[src/rtl/qe_pkg.sv]
package qe_pkg;

   // Hysteresis band in steps of the selected grid.
   // Fine grid:   00->3, 01->2, 10->1, 11->0
   // Coarse grid: 00->2, 01->1, 10->0, 11->3  (modulo-4 rotation of 2-code)
   function automatic logic [1:0] hys_steps(input logic [1:0] code, input logic coarse);
      logic [1:0] base;
      base = coarse ? 2'd2 : 2'd3;
      return 2'(base - code);
   endfunction

   // Step mask for the selected grid
   function automatic int unsigned grid_mask(input int unsigned pw, input logic coarse);
      return coarse ? ((32'd1 << (pw - 1)) - 1) : ((32'd1 << pw) - 1);
   endfunction

endpackage

[src/rtl/qe_target.sv]
module qe_target
   import qe_pkg::*;
#(
   parameter int ANG_W = 14,
   parameter int PW    = 11
) (
   input  logic             clk,
   input  logic             rst_n,
   input  logic [ANG_W-1:0] angle_i,
   input  logic             vld_i,
   input  logic             coarse_i,
   input  logic [1:0]       hys_i,
   output logic [PW-1:0]    qnt_o,
   output logic             seed_o,
   output logic [PW-1:0]    tgt_o
);
   localparam int SH_F = ANG_W - PW;
   localparam int SH_C = ANG_W - PW + 1;

   logic [PW-1:0] msk, half, qnt, dfw, dbw, mag, tgt_q;
   logic [1:0]    hys;
   logic          init_q, take;

   always_comb begin
      msk  = PW'(grid_mask(PW, coarse_i));
      half = (msk >> 1) + PW'(1);
      qnt  = coarse_i ? PW'(angle_i >> SH_C) : PW'(angle_i >> SH_F);
      dfw  = (qnt - tgt_q) & msk;
      dbw  = (tgt_q - qnt) & msk;
      mag  = (dfw <= half) ? dfw : dbw;
      hys  = hys_steps(hys_i, coarse_i);
      take = vld_i && init_q && (mag > PW'(hys));
   end

   always_ff @(posedge clk or negedge rst_n) begin
      if (!rst_n) begin
         init_q <= 1'b0;
         tgt_q  <= '0;
      end else if (vld_i && !init_q) begin
         init_q <= 1'b1;
         tgt_q  <= qnt;
      end else if (take) begin
         tgt_q  <= qnt;
      end
   end

   assign qnt_o  = qnt;
   assign seed_o = vld_i && !init_q;
   assign tgt_o  = tgt_q;

endmodule

[src/rtl/qe_stepper.sv]
module qe_stepper
   import qe_pkg::*;
#(
   parameter int PW       = 11,
   parameter int TICK_DIV = 4
) (
   input  logic          clk,
   input  logic          rst_n,
   input  logic          coarse_i,
   input  logic          seed_i,
   input  logic [PW-1:0] qnt_i,
   input  logic [PW-1:0] tgt_i,
   output logic [PW-1:0] pos_o,
   output logic          run_o,
   output logic          tick_o
);
   logic          tick;
   logic [PW-1:0] msk, half, fwd, pos_q, pos_up, pos_dn;
   logic          run_q, go_up;

   generate
      if (TICK_DIV == 1) begin : g_every
         assign tick = 1'b1;
      end else begin : g_div
         localparam int CW = $clog2(TICK_DIV);
         localparam logic [CW-1:0] LAST = CW'(TICK_DIV - 1);
         logic [CW-1:0] cnt_q;
         always_ff @(posedge clk or negedge rst_n) begin
            if (!rst_n)              cnt_q <= '0;
            else if (cnt_q == LAST)  cnt_q <= '0;
            else                     cnt_q <= cnt_q + CW'(1);
         end
         assign tick = (cnt_q == LAST);
      end
   endgenerate

   always_comb begin
      msk    = PW'(grid_mask(PW, coarse_i));
      half   = (msk >> 1) + PW'(1);
      fwd    = (tgt_i - pos_q) & msk;
      go_up  = (fwd <= half);
      pos_up = (pos_q + PW'(1)) & msk;
      pos_dn = (pos_q - PW'(1)) & msk;
   end

   always_ff @(posedge clk or negedge rst_n) begin
      if (!rst_n) begin
         pos_q <= '0;
         run_q <= 1'b0;
      end else if (seed_i) begin
         pos_q <= qnt_i;
         run_q <= 1'b1;
      end else if (run_q && tick && (fwd != '0)) begin
         pos_q <= go_up ? pos_up : pos_dn;
      end
   end

   assign pos_o  = pos_q;
   assign run_o  = run_q;
   assign tick_o = tick;

endmodule

[src/rtl/qe_phase.sv]
module qe_phase
   import qe_pkg::*;
#(
   parameter int PW = 11
) (
   input  logic          clk,
   input  logic          rst_n,
   input  logic [PW-1:0] pos_i,
   input  logic          run_i,
   input  logic          coarse_i,
   input  logic          dir_inv_i,
   input  logic          narrow_i,
   input  logic          fault_i,
   output logic          qa_o,
   output logic          qb_o,
   output logic          qi_o
);
   logic [PW-1:0] msk, p;
   logic          ph_a, ph_b, idx;

   always_comb begin
      msk  = PW'(grid_mask(PW, coarse_i));
      p    = pos_i & msk;
      ph_a = p[0] ^ p[1];
      ph_b = p[1];
      idx  = (p == '0) || (!narrow_i && ((p == PW'(1)) || (p == msk)));
   end

   always_ff @(posedge clk or negedge rst_n) begin
      if (!rst_n) begin
         {qa_o, qb_o, qi_o} <= 3'b000;
      end else if (fault_i) begin
         {qa_o, qb_o, qi_o} <= 3'b111;
      end else if (!run_i) begin
         {qa_o, qb_o, qi_o} <= 3'b000;
      end else begin
         qa_o <= dir_inv_i ? ph_b : ph_a;
         qb_o <= dir_inv_i ? ph_a : ph_b;
         qi_o <= idx;
      end
   end

endmodule

[src/rtl/quad_enc_emu.sv]
module quad_enc_emu #(
   parameter int ANG_W    = 14,
   parameter int FINE_RES = 11,
   parameter int TICK_DIV = 4
) (
   input  logic             clk,
   input  logic             rst_n,
   input  logic [ANG_W-1:0] angle_i,
   input  logic             angle_vld_i,
   input  logic             res10_i,
   input  logic             dir_inv_i,
   input  logic             idx_narrow_i,
   input  logic [1:0]       hys_code_i,
   input  logic             fault_i,
   output logic             qa_o,
   output logic             qb_o,
   output logic             qi_o
);
   localparam int PW = FINE_RES;

   generate
      if (FINE_RES < 4) begin : g_bad_res
         $error("FINE_RES must be at least 4");
      end
      if (ANG_W < FINE_RES) begin : g_bad_ang
         $error("ANG_W must not be narrower than FINE_RES");
      end
      if (TICK_DIV < 1) begin : g_bad_tick
         $error("TICK_DIV must be at least 1");
      end
   endgenerate

   logic [PW-1:0] qnt_w, tgt_w, pos_w;
   logic          seed_w, run_w, tick_w;

   qe_target #(.ANG_W(ANG_W), .PW(PW)) u_tgt (
      .clk(clk), .rst_n(rst_n), .angle_i(angle_i), .vld_i(angle_vld_i),
      .coarse_i(res10_i), .hys_i(hys_code_i),
      .qnt_o(qnt_w), .seed_o(seed_w), .tgt_o(tgt_w)
   );

   qe_stepper #(.PW(PW), .TICK_DIV(TICK_DIV)) u_step (
      .clk(clk), .rst_n(rst_n), .coarse_i(res10_i), .seed_i(seed_w),
      .qnt_i(qnt_w), .tgt_i(tgt_w),
      .pos_o(pos_w), .run_o(run_w), .tick_o(tick_w)
   );

   qe_phase #(.PW(PW)) u_ph (
      .clk(clk), .rst_n(rst_n), .pos_i(pos_w), .run_i(run_w),
      .coarse_i(res10_i), .dir_inv_i(dir_inv_i), .narrow_i(idx_narrow_i),
      .fault_i(fault_i), .qa_o(qa_o), .qb_o(qb_o), .qi_o(qi_o)
   );

endmodule

[config.mk]
export PLATFORM = sky130hd
export DESIGN_NAME = quad_enc_emu
export DESIGN_NICKNAME = d
export VERILOG_FILES = /design/src/rtl/qe_pkg.sv /design/src/rtl/qe_target.sv /design/src/rtl/qe_stepper.sv /design/src/rtl/qe_phase.sv /design/src/rtl/quad_enc_emu.sv
export SDC_FILE = /design/constraint.sdc
export NUM_CORES = 1
export LEC_CHECK = 0
export ABC_AREA = 1
export BUFFER_PORTS_ARGS = -buffer_cell sky130_fd_sc_hd__buf_4
export CAP_MARGIN = 20
export CORE_UTILIZATION = 50
export CTS_CLUSTER_SIZE = 12
export DETAILED_ROUTE_END_ITERATION = 12
export GPL_ROUTABILITY_DRIVEN = 0
export HOLD_SLACK_MARGIN = 0.12
export PLACE_DENSITY = 0.66
export SLEW_MARGIN = 10
export SYNTH_ARGS = -nofsm -noshare
export SYNTH_HDL_FRONTEND = slang
export SYNTH_HIERARCHICAL = 1
export SYNTH_SLANG_ARGS = --single-unit
[constraint.sdc]
create_clock -name clk -period 10.8 [get_ports clk]
set_input_delay 2.16 -clock clk [delete_from_list [all_inputs] [get_ports clk]]
set_output_delay 2.16 -clock clk [all_outputs]
set_load 0.01 [all_outputs]
==> results.md <==
- Status: finished clean
- Share of post-route cells with drive strength above 1: 14.69%
- Max IR drop VDD: 288.4 uV
- Worst min-delay path startpoint: u_step/g_div.cnt_q[0]$_DFF_PN0_
- Worst rel slew slack: 68.44%
- Synth Cell Area: 4294 um2
- Die W: 94.67 um
- Vias in the first global route: 4078
- Number of buffers and inverters on the critical path: 4
- First-pass GRT wire length: 18.21 mm
- Final setup viols: 0
- Detailed placement HPWL: 8.920 mm
- Crit-path max cell delay: 380 ps
- Post-CTS Hold Buffers: 0
- TNS Setup: 0 ps
- Clock buffer depth: 2
- Worst reg-to-reg setup slack: 6310 ps
- Initial core utilization: 52.00%
- Routed Wire Length: 10.70 mm
- Diodes inserted: 0
- WHS Endpoint: u_step/g_div.cnt_q[0]$_DFF_PN0_
- Crit Path Category: primary input to flop
- Max-slew violations: 0
- GRT overflow: 0
- Fin nets: 790
- CP dominant cell by count: nand2_1
- Input/output buffers: 22
- Power Density: 283.8 nW/um2
- R2R depth: 27
- H-tree Lvls: 2
- Drt drc: 0
- Max Clock Skew: 8.378 ps
- Post-CTS Setup Inserts: 0
- Hold Crit Depth: 1
- Min Tclk post-route: 6770 ps
- Footprint of the multi-input gates: 3013 um2
- Peak Freq: 147.7 MHz
- DRT iter0 DRCs: 232
- Yosys warning total: 6
- Syn Inst Count: 693
- Reg clk slew, reported paths: 70 ps
- RSZ-0062 raised after global routing: no
- Fin crit share: 62.68%
- Initial antenna violation count: 0
- DR vias/cell: 5.224
- Largest net degree at the start of global routing: 30
- Max-Cap Viols: 0
- Full die area: 8962 um2
- Worst-Skew Late Latency: 280 ps
- Seq. cell area: 725.7 um2
- Total CTS buffers: 5
- Finished Layout Cells: 820
- FILL cells: 869
- Crit path max-delay family: simple AND/OR/NAND/NOR gates
- Area Overhead vs Synth: 8.217%
- Detailed-route wire length per cell: 13.05 um
- Die Span Y: 94.67 um
- Synth unique cells: 37
- Area of the core: 8258 um2
- WP data arrival: 6980 ps
- CP endpoint kind: flop
- Worst r2r src: u_tgt/tgt_o[2]$_DFFE_PN0P_
- I/O pin cnt: 26
- CTS tree: yes
- Critical path's slowest cell: ha_1
- Cells after DPL: 812
- Hold Fails Final Rpt: 0
- Crit path max fanout: 19
- Type of origin of the critical path: primary input
- Yosys reg bits: 29
- Syn Area/Cell: 6.196 um2
- Slew @ Worst Pin: 468.4 ps
- Gr usage total: 25.95%
- # rows: 33
- Leak: 2.629 nW
- Vias: 4284
- Worst EP required: 11010 ps
- Root Driver: clkbuf_8
- Post-route antenna net violation count: 0
- CTS resizes: 0
- Post-synthesis sequential area ratio: 16.90%
- Post-Syn Nets: 769
- CTS Sinks: 29
- TritonRoute pass-1 iters: 5
- Hold WC Path Type: flop to flop
- FF-to-FF End: u_tgt/tgt_o[5]$_DFFE_PN0P_
[power by group]
group	internal (W)	switching (W)
registers	0.000136	0.0000468
clock network	0.0000750	0.0000434
logic	0.000385	0.000633
total	0.000596	0.000723
[worst max path at each step]
stage	startpoint	endpoint	slack, ps	cells after the start
floorplan	res10_i	u_tgt/tgt_o[1]$_DFFE_PN0P_	5060	33
global placement	res10_i	u_tgt/tgt_o[0]$_DFFE_PN0P_	3920	33
detailed placement	res10_i	u_tgt/tgt_o[0]$_DFFE_PN0P_	3760	33
CTS	res10_i	u_tgt/tgt_o[8]$_DFFE_PN0P_	4040	33
global route	res10_i	u_tgt/tgt_o[7]$_DFFE_PN0P_	3450	33
finish	res10_i	u_tgt/tgt_o[5]$_DFFE_PN0P_	4030	32
[stage by stage]
step	utilization [%]	hold WS (ps)	area [um2]	setup WS [ps]	total power (W)
3_5_place_dp	54.82	419.3	4527	3757	0.001192
2_1_floorplan	-	403.1	4294	5064	0.0009941
5_1_grt	56.27	446.2	4647	3448	0.001483
4_1_cts	56.27	433.3	4647	4040	0.001316
3_3_place_gp	54.82	415.1	4527	3923	0.001167
6_report	56.27	428.2	4647	4030	0.001319
[cells in the mapped netlist, drive strengths merged]
cell type    n  area [um2]
nand2      235       957.2
inv        129       484.2
nand3       74       400.4
nor2        53       226.5
ha          49       613.1
dfrtp       29       725.7
a21oi       26       148.9
o21ai       22       113.9
nand4       15       100.1
or2         13       81.33
buf          6       60.05
xnor2        6       52.55
o211ai       5       62.56
xor2         5       43.79
fa           4       80.08
nor3         4       20.02
clkbuf       3       11.26
o21bai       3       22.52
a21boi       2       15.01
a31oi        2       12.51
nand3b       2       15.01
o21a         2       15.01
a211oi       1       7.510
a21o         1       8.760
and2         1       7.510
o221ai       1       8.760
[layout make-up]
cell class / instances / share of cell area (%)
Multi-Input combinational cell: 526 / 64.84
Inverter: 129 / 10.42
Sequential cell: 29 / 15.62
Clock buffer: 6 / 1.777
Clock inverter: 2 / 0.8078
Timing Repair Buffer: 23 / 3.716
Tap cell: 105 / 2.827
[state kept, by name, summed over array words and instances, names as in the netlist]
name and flops:
u_ph/qi_o 1, u_tgt/tgt_o 11, u_ph/qb_o 1, u_step/run_o 1, u_step/g_div.cnt_q 2, u_tgt/init_q 1
u_ph/qa_o 1, u_step/pos_o 11
[kinds of logic after synthesis]
kind of cell | after synthesis | synth area share, %
simple gates | 397 | 42.10
flops | 29 | 16.90
compound gates | 65 | 9.673
xor+xnor | 11 | 2.244
buf+inv | 138 | 12.94
fa+ha+maj | 53 | 16.14
[metal layers]
layer / up-vias / track usage [%] / part of all wire [%]
met1: 1952 / 33.91 / 47
met2: 89 / 45.14 / 47
met4: 0 / 6.439 / 1.8
met3: 14 / 3.140 / 4.1
met5: - / 0 / 0
li1: 2229 / - / -
[cell usage in the layout (no fill, tap or decap), drive strengths merged, types with 3 or more instances in the layout]
master / synthesis / routed
a21oi: 26 / 26
buf: 6 / 23
clkbuf: 3 / 6
dfrtp: 29 / 29
fa: 4 / 4
ha: 49 / 49
inv: 129 / 129
nand2: 235 / 235
nand3: 74 / 74
nand4: 15 / 15
nor2: 53 / 53
nor3: 4 / 4
o211ai: 5 / 5
o21ai: 22 / 22
o21bai: 3 / 3
or2: 13 / 13
xnor2: 6 / 6
xor2: 5 / 5
No activity file was read; power rests on OpenSTA's default activity.
